==> config.mk <==
export PLATFORM = sky130hd
export DESIGN_NAME = serial_tx_core
export DESIGN_NICKNAME = d
export VERILOG_FILES = /design/src/rtl/serial_tx_pkg.sv /design/src/rtl/tx_bit_timer.sv /design/src/rtl/tx_hold_reg.sv /design/src/rtl/tx_frame_shifter.sv /design/src/rtl/serial_tx_core.sv
export SDC_FILE = /design/constraint.sdc
export NUM_CORES = 1
export LEC_CHECK = 0
export ABC_AREA = 1
export BUFFER_PORTS_ARGS = -buffer_cell sky130_fd_sc_hd__buf_2
export CAP_MARGIN = 10
export CORE_UTILIZATION = 30
export DETAILED_ROUTE_END_ITERATION = 16
export HOLD_SLACK_MARGIN = 0.02
export SETUP_SLACK_MARGIN = 0.15
export SYNTH_ARGS = -nofsm -noshare
export SYNTH_HDL_FRONTEND = slang
export SYNTH_SLANG_ARGS = --single-unit
==> constraint.sdc <==
create_clock -name clk -period 1.71 [get_ports clk]
set_input_delay 0.342 -clock clk [delete_from_list [all_inputs] [get_ports clk]]
set_output_delay 0.342 -clock clk [all_outputs]
set_load 0.02 [all_outputs]
==> src/rtl/serial_tx_pkg.sv <==
package serial_tx_pkg;
  typedef struct packed {
    logic nine;
    logic par_en;
    logic par_odd;
    logic two_stop;
  } tx_fmt_t;

  typedef enum logic [1:0] {
    DIV_ONE  = 2'd0,
    DIV_MID  = 2'd1,
    DIV_HI   = 2'd2,
    DIV_HI_B = 2'd3
  } div_sel_e;
endpackage

==> src/rtl/tx_bit_timer.sv <==
module tx_bit_timer #(
  parameter int DIV_W = 6
) (
  input  logic             clk,
  input  logic             rst_n,
  input  logic             run,
  input  logic             restart,
  input  logic             tick,
  input  logic [DIV_W-1:0] last,
  output logic             bit_end
);
  logic [DIV_W-1:0] cnt;

  assign bit_end = run && tick && (cnt == last);

  always_ff @(posedge clk or negedge rst_n) begin
    if (!rst_n)
      cnt <= '0;
    else if (restart)
      cnt <= '0;
    else if (run && tick)
      cnt <= bit_end ? '0 : cnt + 1'b1;
  end

  // while a frame runs, the tick count never passes the bit length
  p_cnt_bound_r3: assert property (@(posedge clk) disable iff (!rst_n)
    run |-> cnt <= last);
endmodule

==> src/rtl/tx_hold_reg.sv <==
module tx_hold_reg #(
  parameter int DATA_W = 9
) (
  input  logic              clk,
  input  logic              rst_n,
  input  logic              in_valid,
  input  logic [DATA_W-1:0] in_data,
  output logic              in_ready,
  input  logic              pull,
  output logic              full,
  output logic [DATA_W-1:0] data
);
  assign in_ready = !full;

  always_ff @(posedge clk or negedge rst_n) begin
    if (!rst_n) begin
      full <= 1'b0;
      data <= '0;
    end else if (in_valid && !full) begin
      full <= 1'b1;
      data <= in_data;
    end else if (pull) begin
      full <= 1'b0;
    end
  end

  p_ready_drops_r8: assert property (@(posedge clk) disable iff (!rst_n)
    in_valid && in_ready |=> !in_ready);

  p_ready_returns_r9: assert property (@(posedge clk) disable iff (!rst_n)
    pull |=> in_ready);
endmodule

==> src/rtl/tx_frame_shifter.sv <==
module tx_frame_shifter
  import serial_tx_pkg::*;
#(
  parameter int DATA_W  = 9,
  parameter int DIV_MID_N = 16,
  parameter int DIV_HI_N  = 64,
  parameter int DIV_W   = $clog2(DIV_HI_N)
) (
  input  logic              clk,
  input  logic              rst_n,
  input  logic              hold_full,
  input  logic [DATA_W-1:0] hold_data,
  input  tx_fmt_t           fmt,
  input  logic [1:0]        div_sel,
  input  logic              bit_end,
  output logic              pull,
  output logic              busy,
  output logic [DIV_W-1:0]  last_tick,
  output logic              txd
);
  localparam int FR_W  = DATA_W + 4;
  localparam int CNT_W = $clog2(FR_W + 1);

  logic [FR_W-1:0]  sh;
  logic [CNT_W-1:0] left;
  logic [FR_W-1:0]  frame;
  logic [CNT_W-1:0] total;
  logic [DIV_W-1:0] last_new;
  logic             final_end;

  always_comb begin
    logic [DATA_W:0] dx;
    int              nb;
    logic            par;
    dx = {1'b0, hold_data};
    nb = fmt.nine ? DATA_W : DATA_W - 1;
    par = fmt.par_odd;
    frame = '1;
    frame[0] = 1'b0;
    for (int i = 0; i <= DATA_W; i++) begin
      if (i < nb) begin
        frame[i+1] = dx[i];
        par = par ^ dx[i];
      end
    end
    for (int i = 0; i <= DATA_W; i++)
      if (i == nb && fmt.par_en) frame[i+1] = par;
    total = CNT_W'(1 + nb + (fmt.par_en ? 1 : 0) + (fmt.two_stop ? 2 : 1));
    case (div_sel_e'(div_sel))
      DIV_ONE: last_new = '0;
      DIV_MID: last_new = DIV_W'(DIV_MID_N - 1);
      default: last_new = DIV_W'(DIV_HI_N - 1);
    endcase
  end

  assign final_end = bit_end && (left == CNT_W'(1));
  assign pull      = hold_full && (!busy || final_end);
  assign txd       = busy ? sh[0] : 1'b1;

  always_ff @(posedge clk or negedge rst_n) begin
    if (!rst_n) begin
      sh        <= '1;
      left      <= '0;
      busy      <= 1'b0;
      last_tick <= '0;
    end else if (pull) begin
      sh        <= frame;
      left      <= total;
      busy      <= 1'b1;
      last_tick <= last_new;
    end else if (bit_end) begin
      sh   <= {1'b1, sh[FR_W-1:1]};
      left <= left - 1'b1;
      if (final_end) busy <= 1'b0;
    end
  end

  p_start_low_r2: assert property (@(posedge clk) disable iff (!rst_n)
    pull |=> !txd);
endmodule

==> src/rtl/serial_tx_core.sv <==
module serial_tx_core
  import serial_tx_pkg::*;
#(
  parameter int DATA_W    = 9,
  parameter int DIV_MID_N = 16,
  parameter int DIV_HI_N  = 64,
  localparam int DIV_W    = $clog2(DIV_HI_N)
) (
  input  logic              clk,
  input  logic              rst_n,
  input  logic              tick_in,
  input  logic [1:0]        div_sel,
  input  logic              nine_bit,
  input  logic              par_en,
  input  logic              par_odd,
  input  logic              two_stop,
  input  logic              in_valid,
  input  logic [DATA_W-1:0] in_data,
  output logic              in_ready,
  output logic              txd
);
  tx_fmt_t          fmt;
  logic             pull, hold_full, busy, bit_end;
  logic [DATA_W-1:0] hold_data;
  logic [DIV_W-1:0] last_tick;

  assign fmt = '{nine: nine_bit, par_en: par_en, par_odd: par_odd, two_stop: two_stop};

  tx_hold_reg #(.DATA_W(DATA_W)) u_hold (
    .clk(clk), .rst_n(rst_n), .in_valid(in_valid), .in_data(in_data),
    .in_ready(in_ready), .pull(pull), .full(hold_full), .data(hold_data));

  tx_frame_shifter #(.DATA_W(DATA_W), .DIV_MID_N(DIV_MID_N), .DIV_HI_N(DIV_HI_N),
                     .DIV_W(DIV_W)) u_shift (
    .clk(clk), .rst_n(rst_n), .hold_full(hold_full), .hold_data(hold_data),
    .fmt(fmt), .div_sel(div_sel), .bit_end(bit_end), .pull(pull),
    .busy(busy), .last_tick(last_tick), .txd(txd));

  tx_bit_timer #(.DIV_W(DIV_W)) u_timer (
    .clk(clk), .rst_n(rst_n), .run(busy), .restart(pull), .tick(tick_in),
    .last(last_tick), .bit_end(bit_end));

  // the line holds its level until the timer closes the bit
  p_bit_steady_r2: assert property (@(posedge clk) disable iff (!rst_n)
    busy && !bit_end |=> $stable(txd));
endmodule

==> run summary, run 1 <==
final antenna-violating net count = 0
Tot Pwr = 3.689 mW
initial antenna violation count = 0
Die ar. = 6615 sq um
GR Overflow Total = 0
post-synthesis instance total = 242
max-slew violations = 0
DR pass1 iterations = 4
reg2reg setup slack = 0.006 ns
CP required = 1.88 ns
syn_area_per_cell = 7.802 sq um
Ant. Diodes = 0
fin crit share = 99.65%
Synth area leaders = dfrtp_1 30%, dfstp_2 15%, nand2_1 13%
Fillers = 609
Max Fclk = 586.8 MHz
die height = 81.33 microns
R2R cell count = 10
vias per cell = 4.529
Yosys Warn Count = 0
DP HPWL = 2.908 mm
Port Buffers = 20
Post-synth top cells = 65 x nand2_1, 35 x inv_1, 23 x dfrtp_1
CTS root buf = clkbuf_8
area leader, netlist = dfrtp_1
VDD IR max = 0.0005604 V
Max-slew headroom = 70.65%
Nets = 310
final cell count without fillers = 363
power per cell area = 1518 nW/um^2
gr usage total = 13.09%
Yosys top cell area share = 30.48%
Avg WL per Cell = 11.28 microns
Setup crit end kind = register
Area Growth Syn to Fin = 28.69%
initial detailed-routing violation count = 113
CTS H-tree lvls = 2
Placement Setup Slack = 0.002999 ns
Inserted Clock Buffers = 5
Sink Count = 34
worst slew pin tran = 0.4403 ns
pin count of the biggest net entering global routing = 35
syn nets = 265
Worst-path clk slew = 0.07 ns
layout cells sized above 1 = 31.60%
vias in the first global route = 1458
area of the mapped netlist = 1888 sq um
outcome = complete, no violations
Max Root-Sink Buffers = 2
max cap viols = 0
Hold Slack = 0.07402 ns
Initial Utilization = 31.52%
Setup CP Type = reg -> reg
Hold-fix buffers, CTS = 0
RR Startpoint = u_timer.cnt[2]
vias = 1644
post-route cell area = 2430 sq um
area post-placement = 2155 sq um
post-synthesis register bit count = 34
DIE WIDTH = 81.33 microns
type of the most critical hold path = in -> async
Worst R2R End = u_timer.cnt[3]
Worst setup SP type = register
min setup slack post-route = 0.005939 ns
Cells after DPL = 344
worst-skew pair later-pin latency = 0.28 ns
Seq/Total Area, Yosys = 45.79%
Final Hold Vio Count = 0
LEAKAGE = 1.292 nW
Rows = 28
I/O pins = 21
Distinct cells, synth = 30
unrepaired setup endpoints after global routing = true
ys flop type = dfrtp_1
CORE AREA = 5991 sq um
first-pass GRT wire length = 6.472 mm
GPL Wtd Cong = 0.8168
Post-synth ARST share = 100.0%
CTS tree = yes
most frequent cell after synthesis = nand2_1
drt total wl = 4.094 mm
fin crit period = 1.704 ns
Post-synth EDFFs = 0
CP Max Fanout = 6
Critical Path AT = 1.88 ns
Final Skew = 0.004132 ns
drt drc = 0
final setup violation count = 0
power by group:
group	leakage (nW)	internal [mW]	switching [mW]
logic	0.864	0.705	0.843
clock network	0.0455	0.329	0.291
registers	0.383	1.23	0.287
worst max path at each step:
| stage | from | end | slack (ns) | depth (start not counted) |
|---|---|---|---|---|
| after CTS | u_timer.cnt[2] | u_shift.sh[10] | 0.1 | 11 |
| after floorplan | u_timer.cnt[0] | u_shift.left[1] | 0.24 | 12 |
| after global placement | tick_in | u_shift.sh[9] | 0.04 | 11 |
| after global routing | u_timer.cnt[2] | u_shift.sh[2] | -0.1 | 11 |
| after detailed placement | u_timer.cnt[2] | u_shift.sh[8] | 0.003 | 11 |
| final | u_timer.cnt[2] | u_timer.cnt[3] | 0.006 | 10 |
sequential cells by signal (all words and copies together), names as in the netlist:
name and cells:
u_shift.last_tick 2, u_hold.data 9, u_shift.busy 1, u_timer.cnt 6, u_shift.sh 11, u_hold.full 1
u_shift.left 4
logic make-up after synthesis:
group,synth area share (%)
AOI/OAI and AO/OA,8.483
xor gates and xnor gates,3.711
adders and majority gates,3.049
buffers and inverters,10.01
DFF,45.79
muxes,2.982
and+or+nand+nor,25.98
worst max-delay path, stage by stage (launching register included):
cell and delay [ns]:
dfrtp_1 0.40, nand2_2 0.08, nor2_2 0.13, nand2_1 0.09
o21ai_2 0.23, nand3_2 0.11, nand2_4 0.14, nand2_8 0.09
buf_4 0.15, o211ai_1 0.09, nor2_1 0.06
per-layer routing:
| layer | track usage [%] | vias up | share of wire (%) |
|---|---|---|---|
| li1 | - | 851 | - |
| met1 | 17.37 | 753 | 49 |
| met2 | 20.33 | 33 | 46 |
| met3 | 4.270 | 7 | 4.5 |
| met4 | 3.393 | 0 | 0.88 |
| met5 | 0 | - | 0 |
through the flow:
| step | util, % | TNS [ns] |
|---|---|---|
| global placement | 35.96 | 0 |
| CTS | 37.80 | 0 |
| finish | 40.56 | 0 |
| floorplan | - | 0 |
| global route | 40.56 | -1.244 |
| detailed placement | 35.96 | 0 |
what timing repair did:
action / 4_1_cts / 5_1_grt
endpoints found under the setup margin: 20 / 20
setup buffers: 2 / 8
gates cloned: 0 / 1
pin swaps: 0 / 8
hold endpoints to repair: 0 / 0
gates resized for setup: 1 / 22
placed cells by master (no fill, tap or decap), types with 2 or more instances in the layout:
cell type / instances
inv_1: 35
ha_1: 3
inv_2: 4
nand2_1: 65
clkbuf_8: 6
a21oi_1: 7
nor2_1: 16
buf_6: 4
xnor2_1: 3
o21ai_1: 8
buf_4: 17
buf_2: 20
nand3_2: 4
o21ai_0: 6
nand2_4: 2
nand4_1: 3
nand3_1: 16
dfstp_2: 11
buf_12: 2
nand2_2: 3
o21ai_2: 6
clkbuf_1: 2
nor2_2: 2
xor2_1: 5
dfrtp_1: 22
mux2_2: 5
area by class of cell:
type | count | area (sq um) | area share [%]
multi-input combinational | 163 | 914.6 | 37.64
sequential | 34 | 865.8 | 35.63
timing repair buffer | 43 | 312.8 | 12.87
inverter | 40 | 152.6 | 6.282
tap | 75 | 93.84 | 3.862
clock buffer | 8 | 90.09 | 3.708
No activity file was read; power rests on OpenSTA's default activity.
==> run 2, diff against run 1 <==
--- a/config.mk
+++ b/config.mk
@@ -7,10 +7,10 @@
 export LEC_CHECK = 0
 export ABC_AREA = 1
 export BUFFER_PORTS_ARGS = -buffer_cell sky130_fd_sc_hd__buf_2
-export CAP_MARGIN = 10
 export CORE_UTILIZATION = 30
 export DETAILED_ROUTE_END_ITERATION = 16
 export HOLD_SLACK_MARGIN = 0.02
+export PLACE_DENSITY = 0.54
 export SETUP_SLACK_MARGIN = 0.15
 export SYNTH_ARGS = -nofsm -noshare
 export SYNTH_HDL_FRONTEND = slang
==> constraint.sdc (replaced) <==
create_clock -name clk -period 1.71 [get_ports clk]
set_input_delay 0.171 -clock clk [delete_from_list [all_inputs] [get_ports clk]]
set_output_delay 0.171 -clock clk [all_outputs]
set_load 0.02 [all_outputs]
==> run summary, run 2 (same netlist as run 1, synthesis figures left out) <==
area post-placement = 2117 sq um (was 2155 sq um)
Port Buffers = 20 (unchanged)
Rows = 28 (unchanged)
Tot Pwr = 3.792 mW (was 3.689 mW)
met2 wire len = 1.791 mm (was 1.882 mm)
layout cells sized above 1 = 30.66% (was 31.60%)
Die ar. = 6615 sq um (unchanged)
Setup CP Type = reg -> reg (unchanged)
CP Max Fanout = 6 (unchanged)
footprint of the multi-input gates = 883.3 sq um (was 914.6 sq um)
Ant. Diodes = 0 (unchanged)
most frequent cells in the layout = 63 x nand2_1, 34 x inv_1, 22 x dfrtp_1 (was 65 x nand2_1, 35 x inv_1, 22 x dfrtp_1)
LEAKAGE = 1.301 nW (was 1.292 nW)
GR Overflow Total = 0 (unchanged)
Hold Slack = 0.09233 ns (was 0.07402 ns)
final antenna-violating net count = 0 (unchanged)
DP HPWL = 2.718 mm (was 2.908 mm)
type of the most critical hold path = in -> reg (was in -> async)
post-route cell area = 2435 sq um (was 2430 sq um)
outcome = complete, no violations (unchanged)
max-slew violations = 0 (unchanged)
Top Metal Used = met4 (unchanged)
vias per cell = 4.442 (was 4.529)
Max Root-Sink Buffers = 2 (unchanged)
I/O pins = 21 (unchanged)
met3 wire len = 136 microns (was 185 microns)
first-pass GRT wire length = 6.768 mm (was 6.472 mm)
Initial Utilization = 31.52% (unchanged)
Worst setup SP type = register (unchanged)
worst-skew pair later-pin latency = 0.29 ns (was 0.28 ns)
Cells after DPL = 339 (was 344)
initial detailed-routing violation count = 80 (was 113)
CTS tree = yes (unchanged)
pin count of the biggest net entering global routing = 35 (unchanged)
fin crit share = 92.58% (was 99.65%)
power per cell area = 1557 nW/um^2 (was 1518 nW/um^2)
Reg area = 865.8 sq um (unchanged)
drt total wl = 4.084 mm (was 4.094 mm)
Fillers = 633 (was 609)
gr usage total = 13.86% (was 13.09%)
worst slew pin tran = 0.4509 ns (was 0.4403 ns)
largest registers = u_shift.sh: 11 flops, u_hold.data: 9 flops, u_timer.cnt: 6 flops (unchanged)
max reg flops = 11 (unchanged)
Max-slew headroom = 69.94% (was 70.65%)
drt drc = 0 (unchanged)
DR pass1 iterations = 4 (unchanged)
Inserted Clock Buffers = 5 (unchanged)
Critical Path AT = 1.77 ns (was 1.88 ns)
DIE WIDTH = 81.33 microns (unchanged)
Worst-path clk slew = 0.08 ns (was 0.07 ns)
Setup crit end kind = register (unchanged)
Nets = 309 (was 310)
R2R cell count = 12 (was 10)
unrepaired setup endpoints after global routing = true (unchanged)
initial antenna violation count = 0 (unchanged)
max cap viols = 0 (unchanged)
die height = 81.33 microns (unchanged)
CTS H-tree lvls = 2 (unchanged)
WL met1 = 2.088 mm (was 1.989 mm)
fin crit period = 1.583 ns (was 1.704 ns)
hold depth = 3
Max Fclk = 631.6 MHz (was 586.8 MHz)
vias in the first global route = 1491 (was 1458)
CTS root buf = clkbuf_8 (unchanged)
Final Skew = 0.006753 ns (was 0.004132 ns)
Final Hold Vio Count = 0 (unchanged)
final setup violation count = 0 (unchanged)
Sink Count = 34 (unchanged)
vias = 1608 (was 1644)
GPL Wtd Cong = 0.7592 (was 0.8168)
commonest non-fill, non-tap cell in the layout = nand2_1 (unchanged)
Area Growth Syn to Fin = 28.96% (was 28.69%)
CP required = 1.90 ns (was 1.88 ns)
Placement Setup Slack = 0.02057 ns (was 0.002999 ns)
CORE AREA = 5991 sq um (unchanged)
VDD IR max = 0.0006166 V (was 0.0005604 V)
final cell count without fillers = 362 (was 363)
min setup slack post-route = 0.1268 ns (was 0.005939 ns)
register name with the most flops = u_shift.sh (unchanged)
Avg WL per Cell = 11.28 microns (about the same)
## run 2: cell types whose count changed in the layout (fill, tap and decap cells not counted), moves of 2 or more
cell	previous run	this run
o21ai_1	8	11
nand3_1	16	19
nor2_1	16	14
o21ai_2	6	1
nand3_2	4	1
nand2_1	65	63
clkbuf_1	2	0
clkinvlp_4	0	2
nand2_2	3	5
## run 2: area by class of cell
| cell class | count | share of cell area, % |
|---|---|---|
| Multi-Input combinational cell | 162 | 36.28 |
| Sequential cell | 34 | 35.56 |
| Timing Repair Buffer | 43 | 13.31 |
| Inverter | 40 | 6.321 |
| Tap cell | 75 | 3.854 |
| Clock buffer | 5 | 2.826 |
| Clock inverter | 3 | 1.850 |
## run 2: path summary, 6_finish.rpt
check	slack, ns	startpoint	end
min in group asynchronous	0.44	rst_n	u_timer.cnt[0]
min reg2reg	0.51	u_shift.left[1]	u_shift.left[1]
max reg2reg	0.13	u_timer.cnt[2]	u_shift.left[2]
min	0.09	div_sel[1]	u_shift.last_tick[4]
max	0.13	u_timer.cnt[2]	u_shift.left[2]
max in group asynchronous	0.92	rst_n	u_shift.sh[1]
## run 2: what timing repair did
| item | in CTS | in global routing |
|---|---|---|
| setup endpoints to repair | 15 | 23 |
| pin swaps | 1 | 5 |
| hold buffers | 1 | 0 |
| buffers inserted | 8 | 5 |
| cloned | 0 | 1 |
| endpoints found under the hold margin | 23 | 0 |
| gates resized for setup | 9 | 12 |
## run 2: report_power, final
group	internal (mW)	total (mW)	switching (mW)
Combinational	0.696	1.50	0.801
Clock	0.434	0.755	0.321
Sequential	1.23	1.54	0.305
## run 2: per-stage QoR
stage / TNS [ns] / util [%]
after floorplan: 0 / -
after global placement: 0 / 35.34
after detailed placement: 0 / 35.34
after CTS: 0 / 38.95
after global routing: -0.02693 / 40.64
final: 0 / 40.64
## run 2: layer usage
metal | GRT usage (%) | vias up
met2 | 21.33 | 29
met1 | 17.93 | 728
met5 | 0 | -
li1 | - | 845
met4 | 6.429 | 0
met3 | 3.708 | 6
## run 2: critical path, stage by stage (launching register included)
cell and delay [ns]:
dfrtp_2 0.42, nand2_2 0.08, nor2_2 0.11, nand2_2 0.09
o21ai_4 0.16, nand3_2 0.08, nand2_2 0.10, nand2_4 0.10
buf_12 0.15, nand2_1 0.05, nand2_1 0.04, nand2_1 0.05
nand2_1 0.04
